$ cat config.mk
export PLATFORM = sky130hd
export DESIGN_NAME = sdp_guard
export DESIGN_NICKNAME = d
export VERILOG_FILES = /design/src/rtl/sdp_guard_pkg.sv /design/src/rtl/sdp_key_match.sv /design/src/rtl/sdp_seq.sv /design/src/rtl/sdp_verdict.sv /design/src/rtl/sdp_guard.sv
export SDC_FILE = /design/constraint.sdc
export NUM_CORES = 1
export LEC_CHECK = 0
export BUFFER_PORTS_ARGS = -buffer_cell sky130_fd_sc_hd__buf_4
export CORE_AREA = 2 2 39 41
export CTS_BUF_LIST = sky130_fd_sc_hd__clkbuf_4 sky130_fd_sc_hd__clkbuf_8 sky130_fd_sc_hd__clkbuf_16
export DETAILED_ROUTE_END_ITERATION = 6
export DIE_AREA = 0 0 41 43
export PLACE_DENSITY_LB_ADDON = 0.3
export SYNTH_ARGS = -nofsm -noshare
export SYNTH_HDL_FRONTEND = slang
export SYNTH_SLANG_ARGS = --single-unit
$ cat constraint.sdc
create_clock -name clk_i -period 1.9 [get_ports clk_i]
set_input_delay 0.38 -clock clk_i [delete_from_list [all_inputs] [get_ports clk_i]]
set_output_delay 0.38 -clock clk_i [all_outputs]
set_load 0.1 [all_outputs]
$ cat src/rtl/sdp_guard_pkg.sv
package sdp_guard_pkg;
  typedef enum logic [2:0] {
    ST_IDLE, ST_K1, ST_K2, ST_OPEN, ST_X3, ST_X4, ST_X5
  } sdp_state_e;

  localparam int unsigned NUM_KEYS = 5;
  localparam int unsigned K_AA = 0;
  localparam int unsigned K_55 = 1;
  localparam int unsigned K_A0 = 2;
  localparam int unsigned K_80 = 3;
  localparam int unsigned K_20 = 4;
endpackage

$ cat src/rtl/sdp_key_match.sv
module sdp_key_match
  import sdp_guard_pkg::*;
#(
  parameter int unsigned ADDR_W = 15,
  parameter int unsigned DATA_W = 8,
  parameter logic [ADDR_W-1:0] ADDR_HI = 15'h5555,
  parameter logic [ADDR_W-1:0] ADDR_LO = 15'h2AAA,
  parameter logic [DATA_W-1:0] DAT_K1  = 8'hAA,
  parameter logic [DATA_W-1:0] DAT_K2  = 8'h55,
  parameter logic [DATA_W-1:0] DAT_EN  = 8'hA0,
  parameter logic [DATA_W-1:0] DAT_X   = 8'h80,
  parameter logic [DATA_W-1:0] DAT_OFF = 8'h20
) (
  input  logic [ADDR_W-1:0]   addr_i,
  input  logic [DATA_W-1:0]   data_i,
  output logic [NUM_KEYS-1:0] hit_o
);
  localparam logic [NUM_KEYS-1:0][ADDR_W-1:0] KEY_ADDR =
    {ADDR_HI, ADDR_HI, ADDR_HI, ADDR_LO, ADDR_HI};
  localparam logic [NUM_KEYS-1:0][DATA_W-1:0] KEY_DATA =
    {DAT_OFF, DAT_X, DAT_EN, DAT_K2, DAT_K1};

  // full-width compare per key code
  for (genvar g = 0; g < NUM_KEYS; g++) begin : g_key
    assign hit_o[g] = (addr_i == KEY_ADDR[g]) && (data_i == KEY_DATA[g]);
  end
endmodule

$ cat src/rtl/sdp_seq.sv
module sdp_seq
  import sdp_guard_pkg::*;
(
  input  logic                clk_i,
  input  logic                rst_ni,
  input  logic                wr_valid_i,
  input  logic                page_done_i,
  input  logic [NUM_KEYS-1:0] hit_i,
  output logic                pass_o,
  output logic                prot_o
);
  sdp_state_e state_q, state_d, state_eff;
  logic       prot_q, prot_d;
  logic       step_hit;
  sdp_state_e step_nxt;

  // page_done closes the window before the same-cycle write is judged
  assign state_eff = (page_done_i && state_q == ST_OPEN) ? ST_IDLE : state_q;

  always_comb begin
    step_hit = 1'b0;
    step_nxt = ST_IDLE;
    unique case (state_eff)
      ST_IDLE: if (hit_i[K_AA]) begin step_hit = 1'b1; step_nxt = ST_K1; end
      ST_K1:   if (hit_i[K_55]) begin step_hit = 1'b1; step_nxt = ST_K2; end
      ST_K2: begin
        if (hit_i[K_A0]) begin step_hit = 1'b1; step_nxt = ST_OPEN; end
        else if (hit_i[K_80]) begin step_hit = 1'b1; step_nxt = ST_X3; end
      end
      ST_X3:   if (hit_i[K_AA]) begin step_hit = 1'b1; step_nxt = ST_X4; end
      ST_X4:   if (hit_i[K_55]) begin step_hit = 1'b1; step_nxt = ST_X5; end
      ST_X5:   if (hit_i[K_20]) begin step_hit = 1'b1; step_nxt = ST_IDLE; end
      default: ;
    endcase
  end

  always_comb begin
    state_d = state_eff;
    prot_d  = prot_q;
    pass_o  = 1'b0;
    if (wr_valid_i) begin
      if (state_eff == ST_OPEN) begin
        pass_o = 1'b1;
        prot_d = 1'b1;
      end else if (step_hit) begin
        state_d = step_nxt;
        if (state_eff == ST_X5) prot_d = 1'b0;
      end else if (hit_i[K_AA]) begin
        state_d = ST_K1;
      end else begin
        state_d = ST_IDLE;
        pass_o  = !prot_q;
      end
    end
  end

  always_ff @(posedge clk_i or negedge rst_ni) begin
    if (!rst_ni) begin
      state_q <= ST_IDLE;
      prot_q  <= 1'b0;
    end else begin
      state_q <= state_d;
      prot_q  <= prot_d;
    end
  end

  assign prot_o = prot_q;

  assert_prot_rise_from_open_R4: assert property (@(posedge clk_i) disable iff (!rst_ni)
    $rose(prot_q) |-> $past(state_q) == ST_OPEN);
  assert_key_never_forwarded_R3: assert property (@(posedge clk_i) disable iff (!rst_ni)
    (wr_valid_i && hit_i[K_AA] && state_eff != ST_OPEN) |-> !pass_o);
  assert_prot_fall_from_x5_R6: assert property (@(posedge clk_i) disable iff (!rst_ni)
    $fell(prot_q) |-> $past(state_q) == ST_X5);
endmodule

$ cat src/rtl/sdp_verdict.sv
module sdp_verdict (
  input  logic clk_i,
  input  logic rst_ni,
  input  logic wr_valid_i,
  input  logic pass_i,
  output logic wr_pass_o,
  output logic wr_drop_o
);
  always_ff @(posedge clk_i or negedge rst_ni) begin
    if (!rst_ni) begin
      wr_pass_o <= 1'b0;
      wr_drop_o <= 1'b0;
    end else begin
      wr_pass_o <= wr_valid_i && pass_i;
      wr_drop_o <= wr_valid_i && !pass_i;
    end
  end

  assert_one_verdict_R2: assert property (@(posedge clk_i) disable iff (!rst_ni)
    wr_valid_i |=> (wr_pass_o ^ wr_drop_o));
  assert_quiet_idle_R2: assert property (@(posedge clk_i) disable iff (!rst_ni)
    !wr_valid_i |=> !(wr_pass_o || wr_drop_o));
endmodule

$ cat src/rtl/sdp_guard.sv
module sdp_guard
  import sdp_guard_pkg::*;
#(
  parameter int unsigned ADDR_W = 15,
  parameter int unsigned DATA_W = 8,
  parameter logic [ADDR_W-1:0] ADDR_HI = 15'h5555,
  parameter logic [ADDR_W-1:0] ADDR_LO = 15'h2AAA
) (
  input  logic              clk_i,
  input  logic              rst_ni,
  input  logic              wr_valid_i,
  input  logic [ADDR_W-1:0] wr_addr_i,
  input  logic [DATA_W-1:0] wr_data_i,
  input  logic              page_done_i,
  output logic              wr_pass_o,
  output logic              wr_drop_o,
  output logic              prot_on_o
);
  logic [NUM_KEYS-1:0] hit;
  logic                pass;

  sdp_key_match #(
    .ADDR_W(ADDR_W), .DATA_W(DATA_W), .ADDR_HI(ADDR_HI), .ADDR_LO(ADDR_LO)
  ) i_match (
    .addr_i(wr_addr_i), .data_i(wr_data_i), .hit_o(hit)
  );

  sdp_seq i_seq (
    .clk_i(clk_i), .rst_ni(rst_ni), .wr_valid_i(wr_valid_i),
    .page_done_i(page_done_i), .hit_i(hit), .pass_o(pass), .prot_o(prot_on_o)
  );

  sdp_verdict i_verdict (
    .clk_i(clk_i), .rst_ni(rst_ni), .wr_valid_i(wr_valid_i), .pass_i(pass),
    .wr_pass_o(wr_pass_o), .wr_drop_o(wr_drop_o)
  );

  assert_prot_on_with_pass_R4: assert property (@(posedge clk_i) disable iff (!rst_ni)
    $rose(prot_on_o) |-> wr_pass_o);
  assert_prot_off_with_drop_R6: assert property (@(posedge clk_i) disable iff (!rst_ni)
    $fell(prot_on_o) |-> wr_drop_o);
endmodule

==> metrics.md <==
| Metric | Value |
|---|---|
| Hold Vio Cnt, Final | `0` |
| CP Max Fanout | `4` |
| Power per cell area | `between 400 and 500 nW/um^2` |
| Post-synthesis register bit count | `6` |
| Die area | `1760 sq um` |
| Post-Syn Area | `543 sq um` |
| Global route hottest layer | `met2` |
| Peak VDD IR | `0.180 mV` |
| Antenna violations before repair | `0` |
| Clock power share | `between 30% and 40%` |
| Met3 usage | `under 10%` |
| Die Span Y | `around 43 um` |
| Clock Path Buffers | `2` |
| # H-tree levels | `1` |
| Simple-gate portion of the synthesized area | `49.8%` |
| Most common cell after layout, fill and taps aside | `buf_4` |
| Routed vias | `around 650` |
| PortBufs | `29` |
| Synth warnings | `0` |
| Vias in the first global route | `628` |
| Slowest-stage cell, CP | `or4b_1` |
| Grt ovf | `0` |
| Post-Syn Instances | `62` |
| MaxCap Viol Count | `0` |
| First-pass GRT wire length | `2550 um` |
| Final Skew | `0.00287 ns` |
| DRT iter0 DRCs | `24` |
| Avg Inst Size Synth | `between 8 and 9 sq um` |
| GR met2 Demand/Resource | `roughly a third` |
| Commonest non-fill, non-tap cells in the layout | `buf_4, dfrtp_1, a21oi_1, nand2_1` |
| Share of layout cells above drive strength 1 | `roughly two fifths` |
| Final setup margin | `0.222 ns` |
| Adder-Cell Fraction of Synth Area | `0%` |
| Mux cell area share after synthesis | `1.84%` |
| Worst setup SP type | `flip-flop` |
| WP data arrival | `1.80 ns` |
| I/O pin count | `30` |
| CP max stage delay | `between 0.5 and 0.6 ns` |
| WL final | `approximately 1600 um` |
| Crit path cell chain | `or4b_1 > a21oi_1 > o211ai_1 > a22o_1` |
| Final setup viols | `0` |
| CTS root buf | `clkbuf_4` |
| Register share of total power | `39.0%` |
| Final worst path period need | `1.68 ns` |
| DPL Wire Length | `1330 um` |
| Buf/Inv on CP | `0` |
| RSZ-0062 raised after global routing | `false` |
| Leak pwr | `0.360 nW` |
| CTS tree | `done` |
| Design Area, Final | `821 sq um` |
| Status | `completed` |
| Die X | `slightly above 40 um` |
| Crit path capture type | `flip-flop` |
| Met1 usage | `24.7%` |
| Fin nets | `124` |
| Relative slew slack | `a little over two thirds` |
| Clk Latency, worst-skew pair | `between 0.2 and 0.25 ns` |
| Largest net degree at the start of global routing | `10` |
| Clock Sinks | `6` |
| Antenna cell count | `0` |
| Max-slew violation count | `0` |
| Worst-Margin Slew | `between 0.4 and 0.5 ns` |
| Net Count, Synth | `a little under 90` |
| Total negative slack | `0 ns` |
| DR pass1 iterations | `4` |
| Core Box Area | `roughly 1400 sq um` |
| Dpl cell area | `788 sq um` |
| Sw frac | `between 20% and 30%` |
| Vias per cell | `5.85` |
| CTS buffer count | `3` |
| Combinational power share | `26.0%` |
| DR DRC count | `0` |
| Final Cycle Share | `about nine tenths` |
| Antenna Nets Post-Route | `0` |
| Clock-pin slew on the worst setup and hold paths | `0.05 ns` |
| GRT Util Overall | `20.9%` |
| Crit path max-delay family | `simple AND/OR/NAND/NOR gates` |
| Postcts setup bufs | `0` |
| Wire length per cell | `around 14 um` |
| Dpl ws | `0.0586 ns` |
| Synth cell types | `32` |
| Routability cong. | `between 0.8 and 0.9` |
| Required time of the critical path | `roughly 2.0 ns` |
| Critical path type | `reg -> reg` |
| R2R setup slack | `0.22 ns` |
| Final Util | `59.3%` |
| Post-synthesis sequential area ratio | `27.6%` |
| Main combinational cell family by area after synthesis | `simple AND/OR/NAND/NOR gates` |
| Compound-Gate Fraction of Synth Area | `18.0%` |
| Switch Pwr | `roughly 0.083 mW` |
| Hold Crit Class | `in -> reg` |
| Maximum clock rate | `0.596 GHz` |
| Area growth from synthesis to layout | `51.2%` |
| Internal | `0.249 mW` |
| Initial core utilization | `between 30% and 40%` |
| Row cnt | `14` |
| Synth Area in XOR/XNOR | `0%` |
| Final hold slack | `0.448 ns` |
-- power by group through the flow --
stage	Combinational [mW]	Clock (mW)	Sequential [mW]
after detailed placement	0.0850	0	0.131
after floorplan	0.0211	0	0.140
after global routing	0.0935	0.129	0.129
final	0.0862	0.116	0.130
after CTS	0.0870	0.121	0.130
after global placement	0.0821	0	0.131
-- per-stage QoR --
step	std cells	total power, mW
floorplan	62	0.161
global placement	107	0.214
detailed placement	107	0.217
CTS	111	0.338
global route	111	0.351
finish	111	0.332
-- cells in the mapped netlist, drive strengths merged --
library cell	n	area (sq um)
inv	2	7.51
nor3b	2	15.0
nand2b	2	12.5
and4	1	8.76
clkbuf	2	7.51
o31ai	1	7.51
and4b	1	10.0
nor2	3	11.3
nand2	5	18.8
o211ai	1	7.51
a211oi	2	20.0
nand3b	3	22.5
or4b	3	33.8
mux2i	1	10.0
a31oi	2	12.5
a22o	1	8.76
dfrtp	6	150
o21ai	2	10.0
nor4	2	27.5
nand3	3	15.0
nor3	3	20.0
nor4bb	1	10.0
o22ai	1	6.26
nand4bb	2	22.5
nand4b	2	17.5
and2	1	7.51
nor4b	2	17.5
a21oi	5	25.0
-- per-layer routing --
metal / vias to the layer above / part of all wire (%)
met5: - / 0
met3: 2 / 5.9
met2: 33 / 54
li1: 316 / -
met1: 298 / 40
met4: 0 / 0.63
-- kinds of logic after synthesis --
logic type | Yosys count
buffers and inverters | 4
muxes | 1
AOI/OAI and AO/OA | 15
DFF | 6
and+or+nand+nor | 36
-- registers in the layout, summed over array words and instances (netlist names) --
name,count
i_verdict.wr_pass_o,1
i_seq.prot_o,1
i_verdict.wr_drop_o,1
i_seq.state_q,3
-- cell type report --
cell class	instances	area, sq um
Clock buffer	3	22.5
Inverter	2	7.51
Timing Repair Buffer	32	243
Sequential cell	6	150
Tap cell	16	20.0
Fill cell	135	563
Multi-Input combinational cell	52	378
-- path summary, 6_finish.rpt --
kind | startpoint | to | depth (start not counted)
setup / recovery | i_seq.state_q[0] | i_verdict.wr_pass_o | 4
hold / removal | wr_valid_i | i_verdict.wr_pass_o | 2
setup reg to reg | i_seq.state_q[0] | i_verdict.wr_pass_o | 4
hold reg to reg | i_seq.prot_o | i_seq.prot_o | 2
max in group asynchronous | rst_ni | i_seq.state_q[1] | 2
min in group asynchronous | rst_ni | i_seq.state_q[0] | 2
-- worst reg2reg max path, stage by stage, from the launching register on --
cell and delay [ns]:
dfrtp_1 0.38, or4b_1 0.59, a21oi_1 0.21, o211ai_1 0.15, a22o_1 0.22
-- repair_timing --
action                    CTS  global route
gates resized for setup     0             0
hold buffers                1             0
hold endpoints to repair    6             0
No activity file was read; power rests on OpenSTA's default activity.
